[src/rtl/xor_unit_pkg.sv]
// Package: shared constants and types of the XOR execution unit.
// Assumes an 8-bit datapath. Opcode values are fixed by the instruction set.
package xor_unit_pkg;

    localparam int unsigned DATA_W = 8;
    localparam int unsigned LEN_W  = 2;
    localparam int unsigned CYC_W  = 4;

    // Opcode group: 10101xxx selects a register slot, 0xEE is the immediate form
    localparam logic [4:0]        REG_GROUP_HI = 5'b10101;
    localparam logic [DATA_W-1:0] IMM_OPCODE   = 8'hEE;

    // Slot numbers inside the 10101xxx group
    localparam logic [2:0] SLOT_MEM = 3'd6;
    localparam logic [2:0] SLOT_ACC = 3'd7;

    // Flag byte bit positions
    localparam int unsigned FLAG_Z = 7;
    localparam int unsigned FLAG_N = 6;
    localparam int unsigned FLAG_H = 5;
    localparam int unsigned FLAG_C = 4;

    typedef enum logic [1:0] {
        FORM_REG  = 2'd0,
        FORM_MEM  = 2'd1,
        FORM_IMM  = 2'd2,
        FORM_NONE = 2'd3
    } form_e;

    typedef enum logic {
        ST_IDLE     = 1'b0,
        ST_MEM_WAIT = 1'b1
    } seq_state_e;

endpackage

[src/rtl/xor_decode.sv]
// xor_decode: combinational decode of one opcode into an operand form,
// an operand slot, the length in bytes and the cycle cost.
// Assumes: opcode is stable while it is decoded; the slot only matters for
// FORM_REG and FORM_IMM (the immediate uses slot SLOT_MEM of the bank).
module xor_decode
    import xor_unit_pkg::*;
#(
    parameter int unsigned SHORT_CYCLES = 4,
    parameter int unsigned LONG_CYCLES  = 8
) (
    input  logic [DATA_W-1:0] opcode,
    output form_e             form,
    output logic [2:0]        slot,
    output logic [LEN_W-1:0]  len,
    output logic [CYC_W-1:0]  cycles
);

    localparam logic [CYC_W-1:0] SHORT_C = CYC_W'(SHORT_CYCLES);
    localparam logic [CYC_W-1:0] LONG_C  = CYC_W'(LONG_CYCLES);

    // Purpose: classify the opcode and look up its length and cost
    always_comb begin
        form   = FORM_NONE;
        slot   = SLOT_MEM;
        len    = '0;
        cycles = '0;
        if (opcode[7:3] == REG_GROUP_HI) begin
            slot = opcode[2:0];
            len  = LEN_W'(1);
            if (opcode[2:0] == SLOT_MEM) begin
                form   = FORM_MEM;
                cycles = LONG_C;
            end else begin
                form   = FORM_REG;
                cycles = SHORT_C;
            end
        end else if (opcode == IMM_OPCODE) begin
            form   = FORM_IMM;
            slot   = SLOT_MEM;
            len    = LEN_W'(2);
            cycles = LONG_C;
        end
    end

endmodule

[src/rtl/xor_operand_mux.sv]
// xor_operand_mux: picks the operand byte from an eight-entry bank.
// Entries 0..5 are B..L, entry 6 carries the immediate byte, entry 7 is the
// accumulator. Assumes the slot comes from xor_decode.
module xor_operand_mux
    import xor_unit_pkg::*;
#(
    parameter int unsigned SLOTS = 8
) (
    input  logic [SLOTS-1:0][DATA_W-1:0] bank,
    input  logic [$clog2(SLOTS)-1:0]     slot,
    output logic [DATA_W-1:0]            operand
);

    // Purpose: AND-OR select so the mux stays one level of gates per bit
    always_comb begin
        operand = '0;
        for (int i = 0; i < SLOTS; i++) begin
            if (slot == ($clog2(SLOTS))'(i)) begin
                operand = operand | bank[i];
            end
        end
    end

endmodule

[src/rtl/xor_alu.sv]
// xor_alu: XORs the operand into the accumulator and forms the flag byte.
// Only the zero flag depends on the data; the other three and the low
// nibble are always zero. Purely combinational.
module xor_alu
    import xor_unit_pkg::*;
(
    input  logic [DATA_W-1:0] acc,
    input  logic [DATA_W-1:0] operand,
    output logic [DATA_W-1:0] result,
    output logic [DATA_W-1:0] flags
);

    // Purpose: compute the result and the flag byte
    always_comb begin
        result         = acc ^ operand;
        flags          = '0;
        flags[FLAG_Z]  = (result == '0);
        flags[FLAG_N]  = 1'b0;
        flags[FLAG_H]  = 1'b0;
        flags[FLAG_C]  = 1'b0;
    end

endmodule

[src/rtl/xor_seq.sv]
// xor_seq: acceptance, memory wait and commit sequencing.
// Assumes: mem_rvalid only while mem_req is high; the ALU inputs are
// selected by the parent from state (live inputs when idle, latched
// accumulator and memory data while waiting). All outputs are registered.
module xor_seq
    import xor_unit_pkg::*;
#(
    parameter int unsigned ADDR_W = 16
) (
    input  logic              clk,
    input  logic              rst_n,
    input  logic              op_valid,
    input  form_e             form,
    input  logic [LEN_W-1:0]  len,
    input  logic [CYC_W-1:0]  cycles,
    input  logic [ADDR_W-1:0] hl_addr,
    input  logic [DATA_W-1:0] acc_in,
    input  logic [DATA_W-1:0] alu_result,
    input  logic [DATA_W-1:0] alu_flags,
    input  logic              mem_rvalid,
    output logic              ready,
    output logic              waiting,
    output logic [DATA_W-1:0] acc_hold,
    output logic              mem_req,
    output logic [ADDR_W-1:0] mem_addr,
    output logic              done,
    output logic              acc_wr_en,
    output logic [DATA_W-1:0] acc_wr_data,
    output logic              flag_wr_en,
    output logic [DATA_W-1:0] flag_wr_data,
    output logic              unknown_op,
    output logic [LEN_W-1:0]  instr_len,
    output logic [CYC_W-1:0]  instr_cycles
);

    seq_state_e state_q;
    logic       accept;

    assign ready   = (state_q == ST_IDLE) && !done;
    assign accept  = op_valid && ready;
    assign waiting = (state_q == ST_MEM_WAIT);
    assign mem_req = waiting;

    // Purpose: state, latched operands, and single-cycle commit strobes
    always_ff @(posedge clk) begin
        if (!rst_n) begin
            state_q      <= ST_IDLE;
            acc_hold     <= '0;
            mem_addr     <= '0;
            done         <= 1'b0;
            acc_wr_en    <= 1'b0;
            acc_wr_data  <= '0;
            flag_wr_en   <= 1'b0;
            flag_wr_data <= '0;
            unknown_op   <= 1'b0;
            instr_len    <= '0;
            instr_cycles <= '0;
        end else begin
            done       <= 1'b0;
            acc_wr_en  <= 1'b0;
            flag_wr_en <= 1'b0;
            unknown_op <= 1'b0;
            if (accept) begin
                instr_len    <= len;
                instr_cycles <= cycles;
                case (form)
                    FORM_MEM: begin
                        state_q  <= ST_MEM_WAIT;
                        acc_hold <= acc_in;
                        mem_addr <= hl_addr;
                    end
                    FORM_NONE: begin
                        done       <= 1'b1;
                        unknown_op <= 1'b1;
                    end
                    default: begin
                        done         <= 1'b1;
                        acc_wr_en    <= 1'b1;
                        flag_wr_en   <= 1'b1;
                        acc_wr_data  <= alu_result;
                        flag_wr_data <= alu_flags;
                    end
                endcase
            end else if (waiting && mem_rvalid) begin
                state_q      <= ST_IDLE;
                done         <= 1'b1;
                acc_wr_en    <= 1'b1;
                flag_wr_en   <= 1'b1;
                acc_wr_data  <= alu_result;
                flag_wr_data <= alu_flags;
            end
        end
    end


    mem_hold_chk: assert property (@(posedge clk) disable iff (!rst_n)
        (mem_req && !mem_rvalid) |=> (mem_req && $stable(mem_addr)));


    mem_commit_chk: assert property (@(posedge clk) disable iff (!rst_n)
        (mem_req && mem_rvalid) |=> (done && acc_wr_en && !mem_req));


    quick_done_chk: assert property (@(posedge clk) disable iff (!rst_n)
        (op_valid && ready && (form != FORM_MEM)) |=> done);


    done_pulse_chk: assert property (@(posedge clk) disable iff (!rst_n)
        done |=> !done);


    busy_ready_chk: assert property (@(posedge clk) disable iff (!rst_n)
        (done || mem_req) |-> !ready);


    unknown_nowrite_chk: assert property (@(posedge clk) disable iff (!rst_n)
        unknown_op |-> (done && !acc_wr_en && !flag_wr_en));

endmodule

[src/rtl/xor_exec_unit.sv]
// xor_exec_unit: top of the accumulator XOR execution unit.
// Decodes the opcode, selects the operand, XORs it into the accumulator and
// emits registered write strobes for the accumulator and the flag byte.
// Assumes an external register file that applies the strobes on the done edge.
module xor_exec_unit
    import xor_unit_pkg::*;
#(
    parameter int unsigned SHORT_CYCLES = 4,
    parameter int unsigned LONG_CYCLES  = 8
) (
    input  logic                 clk,
    input  logic                 rst_n,
    input  logic                 op_valid,
    input  logic [DATA_W-1:0]    opcode,
    input  logic [DATA_W-1:0]    imm_in,
    output logic                 ready,
    input  logic [DATA_W-1:0]    acc_in,
    input  logic [DATA_W-1:0]    b_in,
    input  logic [DATA_W-1:0]    c_in,
    input  logic [DATA_W-1:0]    d_in,
    input  logic [DATA_W-1:0]    e_in,
    input  logic [DATA_W-1:0]    h_in,
    input  logic [DATA_W-1:0]    l_in,
    output logic                 mem_req,
    output logic [2*DATA_W-1:0]  mem_addr,
    input  logic                 mem_rvalid,
    input  logic [DATA_W-1:0]    mem_rdata,
    output logic                 done,
    output logic                 acc_wr_en,
    output logic [DATA_W-1:0]    acc_wr_data,
    output logic                 flag_wr_en,
    output logic [DATA_W-1:0]    flag_wr_data,
    output logic                 unknown_op,
    output logic [LEN_W-1:0]     instr_len,
    output logic [CYC_W-1:0]     instr_cycles
);

    localparam int unsigned ADDR_W = 2 * DATA_W;
    localparam int unsigned SLOTS  = 8;

    form_e                       form;
    logic [2:0]                  slot;
    logic [LEN_W-1:0]            len;
    logic [CYC_W-1:0]            cycles;
    logic [SLOTS-1:0][DATA_W-1:0] bank;
    logic [DATA_W-1:0]           mux_operand;
    logic [DATA_W-1:0]           alu_acc;
    logic [DATA_W-1:0]           alu_operand;
    logic [DATA_W-1:0]           alu_result;
    logic [DATA_W-1:0]           alu_flags;
    logic                        waiting;
    logic [DATA_W-1:0]           acc_hold;

    // Purpose: build the operand bank in slot order of the opcode group
    always_comb begin
        bank[0]        = b_in;
        bank[1]        = c_in;
        bank[2]        = d_in;
        bank[3]        = e_in;
        bank[4]        = h_in;
        bank[5]        = l_in;
        bank[SLOT_MEM] = imm_in;
        bank[SLOT_ACC] = acc_in;
    end

    // Purpose: live operands when idle, latched ones during a memory read
    always_comb begin
        alu_acc     = waiting ? acc_hold  : acc_in;
        alu_operand = waiting ? mem_rdata : mux_operand;
    end

    xor_decode #(
        .SHORT_CYCLES (SHORT_CYCLES),
        .LONG_CYCLES  (LONG_CYCLES)
    ) u_decode (
        .opcode (opcode),
        .form   (form),
        .slot   (slot),
        .len    (len),
        .cycles (cycles)
    );

    xor_operand_mux #(
        .SLOTS (SLOTS)
    ) u_mux (
        .bank    (bank),
        .slot    (slot),
        .operand (mux_operand)
    );

    xor_alu u_alu (
        .acc     (alu_acc),
        .operand (alu_operand),
        .result  (alu_result),
        .flags   (alu_flags)
    );

    xor_seq #(
        .ADDR_W (ADDR_W)
    ) u_seq (
        .clk          (clk),
        .rst_n        (rst_n),
        .op_valid     (op_valid),
        .form         (form),
        .len          (len),
        .cycles       (cycles),
        .hl_addr      ({h_in, l_in}),
        .acc_in       (acc_in),
        .alu_result   (alu_result),
        .alu_flags    (alu_flags),
        .mem_rvalid   (mem_rvalid),
        .ready        (ready),
        .waiting      (waiting),
        .acc_hold     (acc_hold),
        .mem_req      (mem_req),
        .mem_addr     (mem_addr),
        .done         (done),
        .acc_wr_en    (acc_wr_en),
        .acc_wr_data  (acc_wr_data),
        .flag_wr_en   (flag_wr_en),
        .flag_wr_data (flag_wr_data),
        .unknown_op   (unknown_op),
        .instr_len    (instr_len),
        .instr_cycles (instr_cycles)
    );


    zero_flag_chk: assert property (@(posedge clk) disable iff (!rst_n)
        flag_wr_en |-> (flag_wr_data == {(acc_wr_data == '0), 7'd0}));


    write_pair_chk: assert property (@(posedge clk) disable iff (!rst_n)
        acc_wr_en |-> (flag_wr_en && done && !unknown_op));

endmodule

[config.mk]
export PLATFORM = sky130hd
export DESIGN_NAME = xor_exec_unit
export DESIGN_NICKNAME = d
export VERILOG_FILES = /design/src/rtl/xor_unit_pkg.sv /design/src/rtl/xor_decode.sv /design/src/rtl/xor_operand_mux.sv /design/src/rtl/xor_alu.sv /design/src/rtl/xor_seq.sv /design/src/rtl/xor_exec_unit.sv
export SDC_FILE = /design/constraint.sdc
export NUM_CORES = 1
export LEC_CHECK = 0
export CAP_MARGIN = 20
export CORE_MARGIN = 1.5
export CORE_UTILIZATION = 44
export CTS_CLUSTER_DIAMETER = 60
export DETAILED_ROUTE_END_ITERATION = 12
export GPL_TIMING_DRIVEN = 0
export PLACE_DENSITY = 0.85
export SLEW_MARGIN = 20
export SYNTH_ARGS = -nofsm -noshare
export SYNTH_HDL_FRONTEND = slang
export SYNTH_HIERARCHICAL = 1
export SYNTH_SLANG_ARGS = --single-unit
[constraint.sdc]
create_clock -name clk -period 3.6 [get_ports clk]
set_input_delay 0.54 -clock clk [delete_from_list [all_inputs] [get_ports clk]]
set_output_delay 0.54 -clock clk [all_outputs]
set_load 0.005 [all_outputs]
==> impl_metrics.tcl <==
set metrics [dict create \
    critPathLaunch "opcode[5]" \
    arrival_ns 3.79 \
    power.density_cell_area_nw_per_um2 265 \
    critPathCapture "u_seq/flag_wr_data[7]" \
    drt-wirelength-per-cell_microns 15.8 \
    grt.total_usage_pct 22.3 \
    cp-start-kind "input port" \
    htree_levels 2 \
    cts_root_buf "clkbuf_8" \
    antenna_left 0 \
    core_sq_um 6790 \
    hold_viol_final 0 \
    worst_r2r_path_depth 9 \
    power_mw 1.22 \
    viasPerCell 4.94 \
    setup_viol_count_final 0 \
    timing_max_transition_violations_final 0 \
    grt_pass1_wl_microns 12600 \
    grt_pass1_vias 2542 \
    peakVddDrop_uv 163 \
    antenna_found_initial 0 \
    yosysUniqueCellTypes 30 \
    clock-sinks 50 \
    drtPass1Iterations 4 \
    drive_above_1_share_pct 13.8 \
    synth_area_sq_um 3080 \
    yosys-top-cells-area "dfxtp_1, mux2i_1, mux4_1, nand2_1, mux2_2" \
    port-buffer-count 126 \
    hold_class "flop to flop" \
    multi_input_area_sq_um 1820 \
    clockBufferDepth 2 \
    final.setup.tns_ns 0 \
    cts_tree "done" \
    fmax_mhz 283 \
    regArea_sq_um 1000 \
    hpwl_microns 6520 \
    synth_top_area_share_pct 32.5 \
    maxCapViolations 0 \
    clk_pin_slew_worst_paths_ns 0.10 \
    reg2reg_from "u_seq/mem_req" \
    start_util_pct 45.3 \
    routabilityCongestion 0.811 \
    yosys_warnings 6 \
    worst_pin_slew_ns 0.568 \
    nets 517 \
    final_cells 530 \
    status "complete, no violations" \
    min_from "u_seq/flag_wr_data[3]" \
    overflow 0 \
    fp.dieW_microns 86.6 \
    drc_errors 0 \
    fillCellCount 552 \
    grt_max_degree 18 \
    ys_ff_latch 50 \
    design_area_sq_um 4610 \
    leakage_nw 1.86 \
    diodes 0 \
    fin_crit_sh_pct 98.2 \
    drt_iter0_drc 92 \
    worst_r2r_endpoint "u_seq/flag_wr_data[7]" \
    synth_cells 293 \
    rsz0062_at_grt "false" \
    skew_ns 0.0123 \
    worst_ep_required_time_ns 3.85 \
    seq_area_frac_synth_pct 32.5 \
    min_path_cells 2 \
    num_rows 30 \
    cts_buffers 5 \
    die-height_microns 86.6 \
    setup.worst_path.class "input port to flop" \
    place_area_sq_um 4480 \
    synth_top_area_cell "dfxtp_1" \
    num_vias 2618 \
    clkLatencyLatePin_ns 0.31 \
    dp.cells 522 \
    post-route-min-period_ns 3.53 \
    end_kind "flop" \
    io_pins 128 \
    reg2reg_slack_ns 1.48 \
    routed_wirelength_microns 8390 \
    syn_area_per_cell_sq_um 10.5 \
    cp_max_fo 10 \
    areaGrowthSynthToFinish_pct 49.8 \
    slew_headroom_pct 62.1 \
    die_area_sq_um 7500 \
]
==> synth_stat cells <==
cell type  instances
nand3b_1           1
mux4_1            15
mux2_4            10
buf_1              1
and2_1             4
clkbuf_1          11
conb_1             2
nor3b_2            2
buf_6              5
nor2_2             2
mux2i_1           46
nand4b_4           1
inv_1              2
buf_4             12
mux2_2            14
o21ai_0            1
and4_1             1
buf_2              1
xor2_1             9
nor2_1             1
nand2b_1           1
dfxtp_1           50
o21a_1             1
nand2_1           81
nor4_1             2
nor2b_1            8
mux4_2             1
buf_12             4
a21boi_0           2
or3_1              2
==> per-layer routing <==
| metal | track usage (%) | part of all wire, % | vias to the layer above |
|---|---|---|---|
| met5 | 0 | 0 | - |
| met4 | 7.33 | 2.1 | 0 |
| met3 | 5.52 | 6.7 | 13 |
| met2 | 40.4 | 51 | 101 |
| met1 | 25.5 | 40 | 1225 |
| li1 | - | - | 1279 |
==> state kept, by name (all words and copies together), names as in the netlist <==
register and count:
u_seq/mem_addr 16, u_seq/acc_hold 8, u_seq/acc_wr_data 8, u_seq/flag_wr_data 8, u_seq/instr_cycles 4, u_seq/instr_len 2, u_seq/done 1, u_seq/flag_wr_en 1
u_seq/mem_req 1, u_seq/unknown_op 1
==> worst min-delay path by stage <==
stage | to | slack (ns)
2_1_floorplan | u_seq/acc_hold[0] | 0.43
3_3_place_gp | u_seq/acc_hold[7] | 0.44
6_report | u_seq/flag_wr_data[3] | 0.46
4_1_cts | u_seq/flag_wr_data[3] | 0.47
5_1_grt | u_seq/mem_addr[8] | 0.48
3_5_place_dp | u_seq/acc_hold[0] | 0.45
==> power by group <==
group	switching (mW)	internal (mW)	total, mW
Sequential	0.00348	0.559	0.563
Combinational	0.0845	0.153	0.237
Clock	0.207	0.212	0.419
==> logic make-up (layout without fill, tap and decap cells) <==
logic type	count (synthesis)	in the layout	synth area share (%)
simple gates	106	106	16.0
xor+xnor	9	9	2.56
buf+inv	36	170	9.24
mux	86	86	38.5
compound gates	4	4	0.895
flops	50	50	32.5
other cells	2	9	0.244
==> metrics by stage <==
| stage | hold WS, ns | worst slack [ns] | utilization (%) |
|---|---|---|---|
| 2_1_floorplan | 0.431 | 0.548 | - |
| 3_3_place_gp | 0.439 | -0.202 | 66.0 |
| 3_5_place_dp | 0.450 | -0.250 | 66.0 |
| 4_1_cts | 0.466 | 0.0506 | 67.7 |
| 5_1_grt | 0.485 | 0.0192 | 67.8 |
| 6_report | 0.460 | 0.0660 | 67.8 |
==> timing repair <==
item                       4_1_cts  5_1_grt
hold endpoints to repair         0        0
resized for setup                0        1
setup endpoints to repair        0        1
setup buffers                    0        0
hold buffers                     0        0
==> area by class of cell <==
cell class                      count  area share [%]
Multi-Input combinational cell    214            39.6
Timing Repair Buffer              126            27.4
Sequential cell                    50            21.7
Buffer                             34            6.00
Tap cell                           96            2.61
Clock buffer                        5            1.49
Clock inverter                      3            1.06
Inverter                            2           0.163
==> worst max-delay path, stage by stage <==
cell and delay, ns:
clkdlybuf4s50_1 0.50, nand4b_4 0.16, nor2_4 0.14, and2_1 0.15, buf_6 0.16, buf_12 0.15
mux4_1 0.54, mux2_2 0.27, mux2_4 0.27, xor2_1 0.19, nor4_1 0.33, and2_1 0.18
nand2_1 0.05, mux2i_1 0.14
==> cell usage in the layout (no fill, tap or decap) <==
| master | n |
|---|---|
| clkdlybuf4s50_1 | 126 |
| nand2_1 | 81 |
| dfxtp_1 | 50 |
| mux2i_1 | 46 |
| mux4_1 | 15 |
| mux2_2 | 14 |
| buf_4 | 12 |
| clkbuf_1 | 11 |
| mux2_4 | 10 |
| xor2_1 | 9 |
| conb_1 | 9 |
| nor2b_1 | 8 |
| buf_6 | 5 |
| clkbuf_8 | 5 |
| buf_12 | 4 |
| and2_1 | 4 |
| nor4_1 | 2 |
| inv_1 | 2 |
| or3_1 | 2 |
| nor3b_2 | 2 |
| a21boi_0 | 2 |
| inv_8 | 1 |
| clkinvlp_4 | 1 |
| bufinv_16 | 1 |
| nand4b_4 | 1 |
| nor2_4 | 1 |
| nand3b_1 | 1 |
| nand2b_1 | 1 |
| nor2_2 | 1 |
| buf_2 | 1 |
| buf_1 | 1 |
| mux4_2 | 1 |
| nor2_1 | 1 |
| and4_1 | 1 |
| o21a_1 | 1 |
| o21ai_0 | 1 |
Note: power is estimated with default switching activity, not from simulation.
